### src/rtl/nvs_pkg.sv
package nvs_pkg;

    localparam int IO_AW = 6;
    typedef logic [IO_AW-1:0] io_addr_t;

    typedef enum logic [2:0] {
        SEL_NONE,
        SEL_AHI,
        SEL_ALO,
        SEL_DATA,
        SEL_CTRL
    } reg_sel_e;

    // Control register layout, MSB first: ie, arm, wr, rd
    typedef struct packed {
        logic ie;
        logic arm;
        logic wr;
        logic rd;
    } ctrl_t;

    function automatic reg_sel_e decode_sel(
        input io_addr_t a,
        input io_addr_t a_hi,
        input io_addr_t a_lo,
        input io_addr_t a_dat,
        input io_addr_t a_ctl
    );
        if (a == a_hi)  return SEL_AHI;
        if (a == a_lo)  return SEL_ALO;
        if (a == a_dat) return SEL_DATA;
        if (a == a_ctl) return SEL_CTRL;
        return SEL_NONE;
    endfunction

endpackage

### src/rtl/nvs_array.sv
module nvs_array #(
    parameter int AW = 9,
    parameter int DW = 8
) (
    input  logic          clk,
    input  logic          we,
    input  logic [AW-1:0] waddr,
    input  logic [DW-1:0] wdata,
    input  logic [AW-1:0] raddr,
    output logic [DW-1:0] rdata
);
    localparam int DEPTH = 1 << AW;

    logic [DW-1:0] cells [DEPTH];

    always_ff @(posedge clk) begin
        if (we) cells[waddr] <= wdata;
    end

    assign rdata = cells[raddr];
endmodule

### src/rtl/nvs_arm_timer.sv
module nvs_arm_timer #(
    parameter int HOLD = 4
) (
    input  logic clk,
    input  logic rst,
    input  logic arm_set,
    output logic armed
);
    localparam int CW = $clog2(HOLD + 1);

    logic [CW-1:0] left;

    always_ff @(posedge clk) begin
        if (rst) begin
            armed <= 1'b0;
            left  <= '0;
        end else if (arm_set) begin
            armed <= 1'b1;
            left  <= CW'(HOLD - 1);
        end else if (armed) begin
            if (left == '0) armed <= 1'b0;
            else            left  <= left - 1'b1;
        end
    end
endmodule

### src/rtl/nvs_seq.sv
module nvs_seq #(
    parameter int AW        = 9,
    parameter int DW        = 8,
    parameter int WR_CYCLES = 40,
    parameter int RD_STALL  = 4,
    parameter int WR_STALL  = 2
) (
    input  logic          clk,
    input  logic          rst,
    input  logic          wr_go,
    input  logic          rd_go,
    input  logic [AW-1:0] cur_addr,
    input  logic [DW-1:0] cur_data,
    output logic          wr_busy,
    output logic          rd_busy,
    output logic          rd_done,
    output logic          stall,
    output logic          mem_we,
    output logic [AW-1:0] mem_waddr,
    output logic [DW-1:0] mem_wdata,
    output logic [AW-1:0] mem_raddr
);
    localparam int WCW  = $clog2(WR_CYCLES);
    localparam int RCW  = $clog2(RD_STALL + 1);
    localparam int SMAX = (RD_STALL > WR_STALL) ? RD_STALL : WR_STALL;
    localparam int SCW  = $clog2(SMAX + 1);

    logic [WCW-1:0] wr_left;
    logic [RCW-1:0] rd_left;
    logic [SCW-1:0] stall_left;

    // Self-timed write job
    always_ff @(posedge clk) begin
        if (rst) begin
            wr_busy <= 1'b0;
            wr_left <= '0;
        end else if (wr_go) begin
            wr_busy <= 1'b1;
            wr_left <= WCW'(WR_CYCLES - 1);
        end else if (wr_busy) begin
            if (wr_left == '0) wr_busy <= 1'b0;
            else               wr_left <= wr_left - 1'b1;
        end
    end

    always_ff @(posedge clk) begin
        if (wr_go) begin
            mem_waddr <= cur_addr;
            mem_wdata <= cur_data;
        end
        if (rd_go) mem_raddr <= cur_addr;
    end

    assign mem_we = wr_busy && (wr_left == '0);

    // Read job
    always_ff @(posedge clk) begin
        if (rst) begin
            rd_busy <= 1'b0;
            rd_left <= '0;
        end else if (rd_go) begin
            rd_busy <= 1'b1;
            rd_left <= RCW'(RD_STALL);
        end else if (rd_busy) begin
            rd_left <= rd_left - 1'b1;
            if (rd_done) rd_busy <= 1'b0;
        end
    end

    assign rd_done = rd_busy && (rd_left == RCW'(1));

    // Shared CPU hold counter
    always_ff @(posedge clk) begin
        if (rst)                     stall_left <= '0;
        else if (rd_go)              stall_left <= SCW'(RD_STALL);
        else if (wr_go)              stall_left <= SCW'(WR_STALL);
        else if (stall_left != '0)   stall_left <= stall_left - 1'b1;
    end

    assign stall = (stall_left != '0);
endmodule

### src/rtl/nvs_regctl.sv
module nvs_regctl
    import nvs_pkg::*;
#(
    parameter int       AW        = 9,
    parameter int       DW        = 8,
    parameter int       WR_CYCLES = 40,
    parameter int       ARM_HOLD  = 4,
    parameter int       RD_STALL  = 4,
    parameter int       WR_STALL  = 2,
    parameter io_addr_t A_AHI     = 6'h1F,
    parameter io_addr_t A_ALO     = 6'h1E,
    parameter io_addr_t A_DAT     = 6'h1D,
    parameter io_addr_t A_CTL     = 6'h1C
) (
    input  logic             clk,
    input  logic             rst,
    input  logic [IO_AW-1:0] io_addr,
    input  logic             io_wr,
    input  logic             io_rd,
    input  logic [DW-1:0]    io_wdata,
    output logic [DW-1:0]    io_rdata,
    output logic             cpu_stall,
    output logic             irq
);
    localparam int HI_W = AW - 8;

    reg_sel_e      sel;
    logic          wr_ahi, wr_alo, wr_dat, wr_ctl;
    ctrl_t         wctl, view;
    logic [AW-1:0] addr_q;
    logic [DW-1:0] data_q;
    logic          ie_q;
    logic          armed, idle, wr_go, rd_go;
    logic          wr_busy, rd_busy, rd_done, stall;
    logic          mem_we;
    logic [AW-1:0] mem_waddr, mem_raddr;
    logic [DW-1:0] mem_wdata, mem_rdata;

    assign sel    = decode_sel(io_addr, A_AHI, A_ALO, A_DAT, A_CTL);
    assign wr_ahi = io_wr && (sel == SEL_AHI);
    assign wr_alo = io_wr && (sel == SEL_ALO);
    assign wr_dat = io_wr && (sel == SEL_DATA);
    assign wr_ctl = io_wr && (sel == SEL_CTRL);
    assign wctl   = ctrl_t'(io_wdata[3:0]);

    // Address register: no reset, software must load it first
    always_ff @(posedge clk) begin
        if (wr_ahi) addr_q[AW-1:8] <= io_wdata[HI_W-1:0];
        if (wr_alo) addr_q[7:0]    <= io_wdata[7:0];
    end

    always_ff @(posedge clk) begin
        if (rst)          data_q <= '0;
        else if (rd_done) data_q <= mem_rdata;
        else if (wr_dat)  data_q <= io_wdata;
    end

    always_ff @(posedge clk) begin
        if (rst)         ie_q <= 1'b0;
        else if (wr_ctl) ie_q <= wctl.ie;
    end

    assign idle  = !wr_busy && !rd_busy;
    assign wr_go = wr_ctl && wctl.wr && armed && idle;
    assign rd_go = wr_ctl && wctl.rd && idle && !wr_go;

    nvs_arm_timer #(.HOLD(ARM_HOLD)) u_arm (
        .clk     (clk),
        .rst     (rst),
        .arm_set (wr_ctl && wctl.arm),
        .armed   (armed)
    );

    nvs_seq #(
        .AW(AW), .DW(DW), .WR_CYCLES(WR_CYCLES),
        .RD_STALL(RD_STALL), .WR_STALL(WR_STALL)
    ) u_seq (
        .clk       (clk),
        .rst       (rst),
        .wr_go     (wr_go),
        .rd_go     (rd_go),
        .cur_addr  (addr_q),
        .cur_data  (data_q),
        .wr_busy   (wr_busy),
        .rd_busy   (rd_busy),
        .rd_done   (rd_done),
        .stall     (stall),
        .mem_we    (mem_we),
        .mem_waddr (mem_waddr),
        .mem_wdata (mem_wdata),
        .mem_raddr (mem_raddr)
    );

    nvs_array #(.AW(AW), .DW(DW)) u_array (
        .clk   (clk),
        .we    (mem_we),
        .waddr (mem_waddr),
        .wdata (mem_wdata),
        .raddr (mem_raddr),
        .rdata (mem_rdata)
    );

    assign view = '{ie: ie_q, arm: armed, wr: wr_busy, rd: rd_busy};

    always_comb begin
        io_rdata = '0;
        if (io_rd) begin
            unique case (sel)
                SEL_AHI:  io_rdata[HI_W-1:0] = addr_q[AW-1:8];
                SEL_ALO:  io_rdata[7:0]      = addr_q[7:0];
                SEL_DATA: io_rdata           = data_q;
                SEL_CTRL: io_rdata[3:0]      = view;
                default:  io_rdata           = '0;
            endcase
        end
    end

    assign cpu_stall = stall;
    assign irq       = ie_q && !wr_busy;
endmodule

### config.mk
export PLATFORM = sky130hd
export DESIGN_NAME = nvs_regctl
export DESIGN_NICKNAME = d
export VERILOG_FILES = /design/src/rtl/nvs_pkg.sv /design/src/rtl/nvs_array.sv /design/src/rtl/nvs_arm_timer.sv /design/src/rtl/nvs_seq.sv /design/src/rtl/nvs_regctl.sv
export SDC_FILE = /design/constraint.sdc
export NUM_CORES = 2
export LEC_CHECK = 0
export BUFFER_PORTS_ARGS = -buffer_cell sky130_fd_sc_hd__buf_2
export CAP_MARGIN = 20
export CORE_MARGIN = 2
export CORE_UTILIZATION = 25
export DETAILED_ROUTE_END_ITERATION = 10
export GPL_TIMING_DRIVEN = 1
export SYNTH_ARGS = -nofsm -noshare
export SYNTH_HDL_FRONTEND = slang
export SYNTH_SLANG_ARGS = --single-unit
### constraint.sdc
create_clock -name clk -period 6.97 [get_ports clk]
set_input_delay 0.3485 -clock clk [delete_from_list [all_inputs] [get_ports clk]]
set_output_delay 0.3485 -clock clk [all_outputs]
set_load 0.02 [all_outputs]
# Word level (Yosys, flattened, before mapping)
# Memory sizes are Yosys's and may differ from the RTL's. A register that Yosys moved wholly into a read port is not among the register bits.
# Index checks and enable logic that the tools add are counted.
[word_totals]
ramBits = 4096
inputBits = 18
reg_bits = 62
out_inout_bits = 10
memories = 1
wordCells = 119
[classes]
muxes = 47
n_addsub = 4
bitwise_logic = 2
n_eq_ne = 11
reduce_logical = 35
[mem_list]
columns = ["name", "words", "width", "read_ports", "rd_clocked_by_memory_dff", "wr", "line_no", "rtl"]
rows = [
  ["u_array.cells", 512, 8, 1, 1, 1, "nvs_array.sv:14", "logic [DW-1:0] cells [DEPTH];"],
]
[op_table]
columns = ["op", "count"]
rows = [
  ["3-bit 2-to-1 mux", 13],
  ["6-bit by 5-bit equality test with 1-bit output, second input constant", 4],
  ["8-bit 2-to-1 mux", 3],
  ["1-bit 2-to-1 mux", 21],
  ["6-bit 2-to-1 mux", 3],
  ["1-bit logical AND", 15],
  ["2-bit nonzero test", 5],
  ["9-bit 2-to-1 mux", 1],
  ["3-bit one-hot mux with 3 select lines", 1],
  ["3-bit by 1-bit subtractor with 3-bit output, second input constant", 3],
  ["4-bit one-hot mux with 2 select lines", 1],
  ["2-bit AND reduction", 4],
  ["3-bit by 1-bit equality test with 1-bit output, second input constant", 2],
  ["3-bit by 2-bit equality test with 1-bit output, second input constant", 2],
  ["6-bit zero test", 1],
  ["2-bit 2-to-1 mux", 3],
  ["3-bit nonzero test", 2],
  ["2-bit OR reduction", 3],
  ["6-bit by 1-bit subtractor with 6-bit output, second input constant", 1],
  ["1-bit one-hot mux with 4 select lines", 1],
  ["3-bit equality test, second input constant", 1],
  ["1-bit zero test", 3],
  ["3-bit zero test", 1],
  ["3-bit OR reduction", 1],
  ["3 further kinds", 4],
]

# Logic depth before layout (Yosys ltp)
[depth]
depth_word = 20
ltp_mapped = 15
ltp_nobuf = 9

# Hierarchy
# Synthesis repeated with hierarchy kept, for this count alone.
[unflattened]
hier_cells = 8246
hier_area_um2 = 162443.3
[modules_own_cells]
columns = ["module", "area_per_inst_um2", "seq_area_each_um2", "cells_per_inst", "n_inst"]
rows = [
  ["nvs_array", 159767.0, 122998.0, 8022, 1],
  ["nvs_seq", 1456.4, 1061.0, 104, 1],
  ["nvs_regctl", 1009.7, 450.4, 99, 1],
  ["nvs_arm_timer", 210.2, 80.1, 21, 1],
]

# Worst setup path after synthesis
# Ideal clock, no wire load.
[synth_timing]
path_kind = "reg2reg"
from = "reg u_seq.mem_wdata[0]"
to = "mem u_array.cells[0][0], data pin"
path_buffers = 0
setup_ps = 1435
t_required_ps = 5535
period_less_slack_ps = 7593
path_stages_with_launch = 1
arrival_ps = 6158
path_slack_ps = -623
path_cell_list = "edfxtp_1"
[synth_lines]
columns = ["element", "line_no", "rtl"]
rows = [
  ["from (decl)", "nvs_seq.sv:20", "output logic [DW-1:0] mem_wdata,"],
  ["from (signal assigned)", "nvs_seq.sv:49", "mem_wdata <= cur_data;"],
  ["to (decl)", "nvs_array.sv:14", ""],
]
# Straight into the memory's write port.

# Worst setup path after layout
[layout_timing]
from = "reg u_seq.wr_left[1]"
to = "mem u_array.cells[206][0] (enable)"
[layout_between]
elab_chain_len = 4
[layout_lines]
columns = ["element", "line_no", "rtl"]
rows = [
  ["from (decl)", "nvs_seq.sv:28", "logic [WCW-1:0] wr_left;"],
  ["from (signal assigned)", "nvs_seq.sv:39", "wr_left <= WCW'(WR_CYCLES - 1);"],
  ["from (signal assigned)", "nvs_seq.sv:42", "else wr_left <= wr_left - 1'b1;"],
  ["6-bit zero test", "nvs_seq.sv:54", "assign mem_we = wr_busy && (wr_left == '0);"],
  ["1-bit logical AND", "nvs_seq.sv:54", ""],
  ["1-bit 2-to-1 mux", "nvs_array.sv:17", "if (we) cells[waddr] <= wdata;"],
  ["1-bit 2-to-1 mux (not written as such)", "nvs_array.sv:17", ""],
]
# Every way passes these cells.

==> results.toml <==
[outcome]
status = "completed"

[synth]
yosysWarnings = 0
synth_xor_xnor_area_share_pct = 0.0487
netlist-cell-type-count = 69
synth.most_common_cell = "edfxtp_1"
post_synth_fa_ha_maj_area_fraction_pct = 0.0387
synth-edff-count = 4131
synth.net_count = 7586
post_synth_main_area_contributors = "edfxtp_1, mux4_2, nor2_1"
yosys-top-cells-count = "edfxtp_1, mux4_2, nor2_1"
post_synth_inst_count = 7563
synth_top_cell_area_share_pct = 76.7
synthMuxAreaShare_pct = 15.9
post_synth_instance_area_sq_um = 162000
synth_simple_gate_area_share_pct = 2.94
ys.flop_type = "edfxtp_1"
ys_async_sr_fraction_pct = 0
synth_sequential_area_ratio_pct = 77.2
ys_ff_latch = 4167
yosys.area.top_type = "edfxtp_1"
combinational_family_with_the_most_area_after_synthesis = "multiplexers"
area_fraction_in_compound_gates_after_synthesis_pct = 2.22
syn_avg_cell_area_sq_um = 21.4

[clock_tree]
clkSlewWorstSetupHoldPaths_ps = 60
h-tree-depth = 5
post_cts.repair.setup_buffers = 0
clock_insertion_delay_worst_skew_ps = 1000
cts_hold_repair.buffers = 14
ctsLongestPathBuffers = 4
cts_buffers = 421
cts_sink_cnt = 4167
cts_tree = "built"
post_cts.resized_instances = 0
clock_tree.root_cell = "clkbuf_16"

[route]
post_drt_via_cell_ratio = 4.87
wire_per_inst_um = 27.9
route.final.wire_length_um = 467000
routed-via-count = 81500
drt_iter0_markers = 11700
number_of_iterations_in_the_first_detailed_routing_pass = 6
drt_drc_violations_left = 0
antenna_left = 0

[floorplanning]
std_cell_rows = 295
die_area_sq_um = 653000
top_level_ports = 28
die_y_um = 808
initial_utilization_pct = 25.1
core_sq_um = 645000
die_width_um = 808

[critical_path]
timing.setup.critical_path_class = "flip-flop to flip-flop"
worst_r2r_path_depth = 10
type_of_origin_of_the_critical_path = "flip-flop"
timing.critical_path.fanout_max = 22
worstPathRequired_ps = 7580
timing.rr.end = "u_array.cells[206][0]"
cp-end-kind = "flip-flop"
worst_r2r_start = "u_seq.wr_left[1]"
cp_data_arrival_time_ps = 5620
reg2reg_setup_slack_ps = 1960

[global_routing]
grt_use_total_pct = 13.7
grt_antenna_before_repair = 25
grt_pass1_wl_um = 648000
maximum_number_of_pins_on_one_net_before_global_route_repair = 209
overflow = 0
grt_pass1_vias = 80300

[power]
report.power.total_w = 0.0498
power_density_nw_per_um2 = 267
leakage_nw = 55.9
ir_drop_mv = 0.203

[sta]
clock.fmax_ghz = 0.199
hold_viol = 0
final.setup.worst_slack_ps = 1960
finalMaxSlewViolations = 0
worst_slew_pin_slew_ps = 1260
final.setup_skew_ps = 65.6
period_minus_slack_ps = 5010
portion_of_the_clock_cycle_consumed_by_the_worst_path_in_the_final_layout_pct = 71.9
setup-violations-final = 0
worst_case_headroom_to_the_max_slew_limit_pct = 15.7
fin_setup_tns_ps = 0
grt_setup_unrepaired = "no"

[hold_path]
min-delay-path-class = "primary input to flip-flop"
worst_hold_startpoint = "io_wdata[6]"
holdPathStages = 2
holdPathEnd = "addr_q[6]"

[cells_and_area]
nNetsFinal = 7807
area_growth_syn_to_layout_pct = 15.2
fillCellCount = 62600
drive_above_1_share_pct = 24.2

[placed_design]
pre_cts_ws_ps = 1950
detailedPlacementHpwl_um = 279000
io_buffers = 27
place.gp.congestion = 0.832

[flow_run]
max_cap_violations = 0
## critical path, stage by stage (launching register included)
cell and delay, ps:
dfxtp_1 350, inv_1 100, ha_1 180, or3b_2 460, or3_1 470, nor2_1 270, nand2_1 80, nor2_1 540
nand3_4 900, buf_4 610, nor2_1 650
## final cells by class
type	count	area, sq um	area share (%)
Clock buffer	522	11000	5.93
Tap cell	8613	10800	5.79
Sequential cell	4167	125000	67.0
Inverter	21	98.8	0.0531
Antenna cell	5	12.5	0.00672
Multi-Input combinational cell	2917	34500	18.5
Clock inverter	247	2550	1.37
Timing Repair Buffer	256	2410	1.30
## state kept, by name (all words and copies together) (netlist names), named ones only
signal            count
u_seq.rd_busy         1
u_seq.mem_waddr       9
addr_q                9
u_seq.mem_raddr       9
data_q                8
u_seq.stall_left      3
u_seq.rd_left         3
u_array.cells      4096
u_seq.wr_left         6
u_seq.wr_busy         1
u_arm.left            3
u_arm.armed           1
u_seq.mem_wdata       8
ie_q                  1
## where the power goes
group | switching, W | internal, W
logic | 0.000106 | 0.0000622
registers | 0.00000453 | 0.0271
clock network | 0.00970 | 0.0128
## cells by family (layout without fill, tap and decap cells)
kind of cell / count (synthesis) / in the layout
adders and majority gates: 5 / 5
other: 0 / 5
muxes: 1279 / 1279
xor gates and xnor gates: 9 / 9
DFF: 4167 / 4167
AOI/OAI and AO/OA: 509 / 509
and+or+nand+nor: 1115 / 1115
buffers and inverters: 479 / 1046
## worst max-delay path by stage
| stage | endpoint | slack [ps] | start |
|---|---|---|---|
| after global routing | u_array.cells[414][4] | 1790 | u_seq.wr_left[1] |
| after floorplan | u_array.cells[0][0] | -620 | u_seq.mem_wdata[0] |
| final | u_array.cells[206][0] | 1960 | u_seq.wr_left[1] |
| after CTS | u_array.cells[206][0] | 1940 | u_seq.wr_left[1] |
| after detailed placement | u_array.cells[206][5] | 1950 | u_seq.wr_left[1] |
| after global placement | u_array.cells[206][5] | 1890 | u_seq.wr_left[1] |
## placed cells by master, fill, tap and decap left out, types with 26 or more instances in the layout
cell type,count
a211oi_1,28
a21oi_1,84
a22oi_1,94
and3_1,26
buf_12,35
buf_2,31
buf_4,162
bufinv_16,42
clkbuf_1,95
clkbuf_16,427
clkinv_1,84
clkinv_2,78
dfxtp_1,29
edfxtp_1,4131
mux2_2,34
mux2i_1,212
mux4_2,1033
nand2_1,252
nand3_1,66
nand4_1,29
nor2_1,588
o21ai_0,44
o221ai_1,50
o22ai_1,61
## routing by layer
layer  part of all wire [%]  vias up  track usage (%)
met1                     40    44000             19.0
met3                     10      840             3.08
met5                  0.031        -                0
met2                     46     4636             21.2
met4                    3.8       22             4.66
li1                       -    32000                -
## per-stage QoR
step                instances  hold WS (ps)  area, sq um  utilization (%)
floorplan                7563           424       162000                -
global placement        15900           449       172000             26.7
detailed placement      16000           457       172000             26.7
CTS                     16700           259       186000             28.9
global route            16700           301       186000             28.9
finish                  16700           308       186000             28.9
Power figures use the tool's default switching activity.
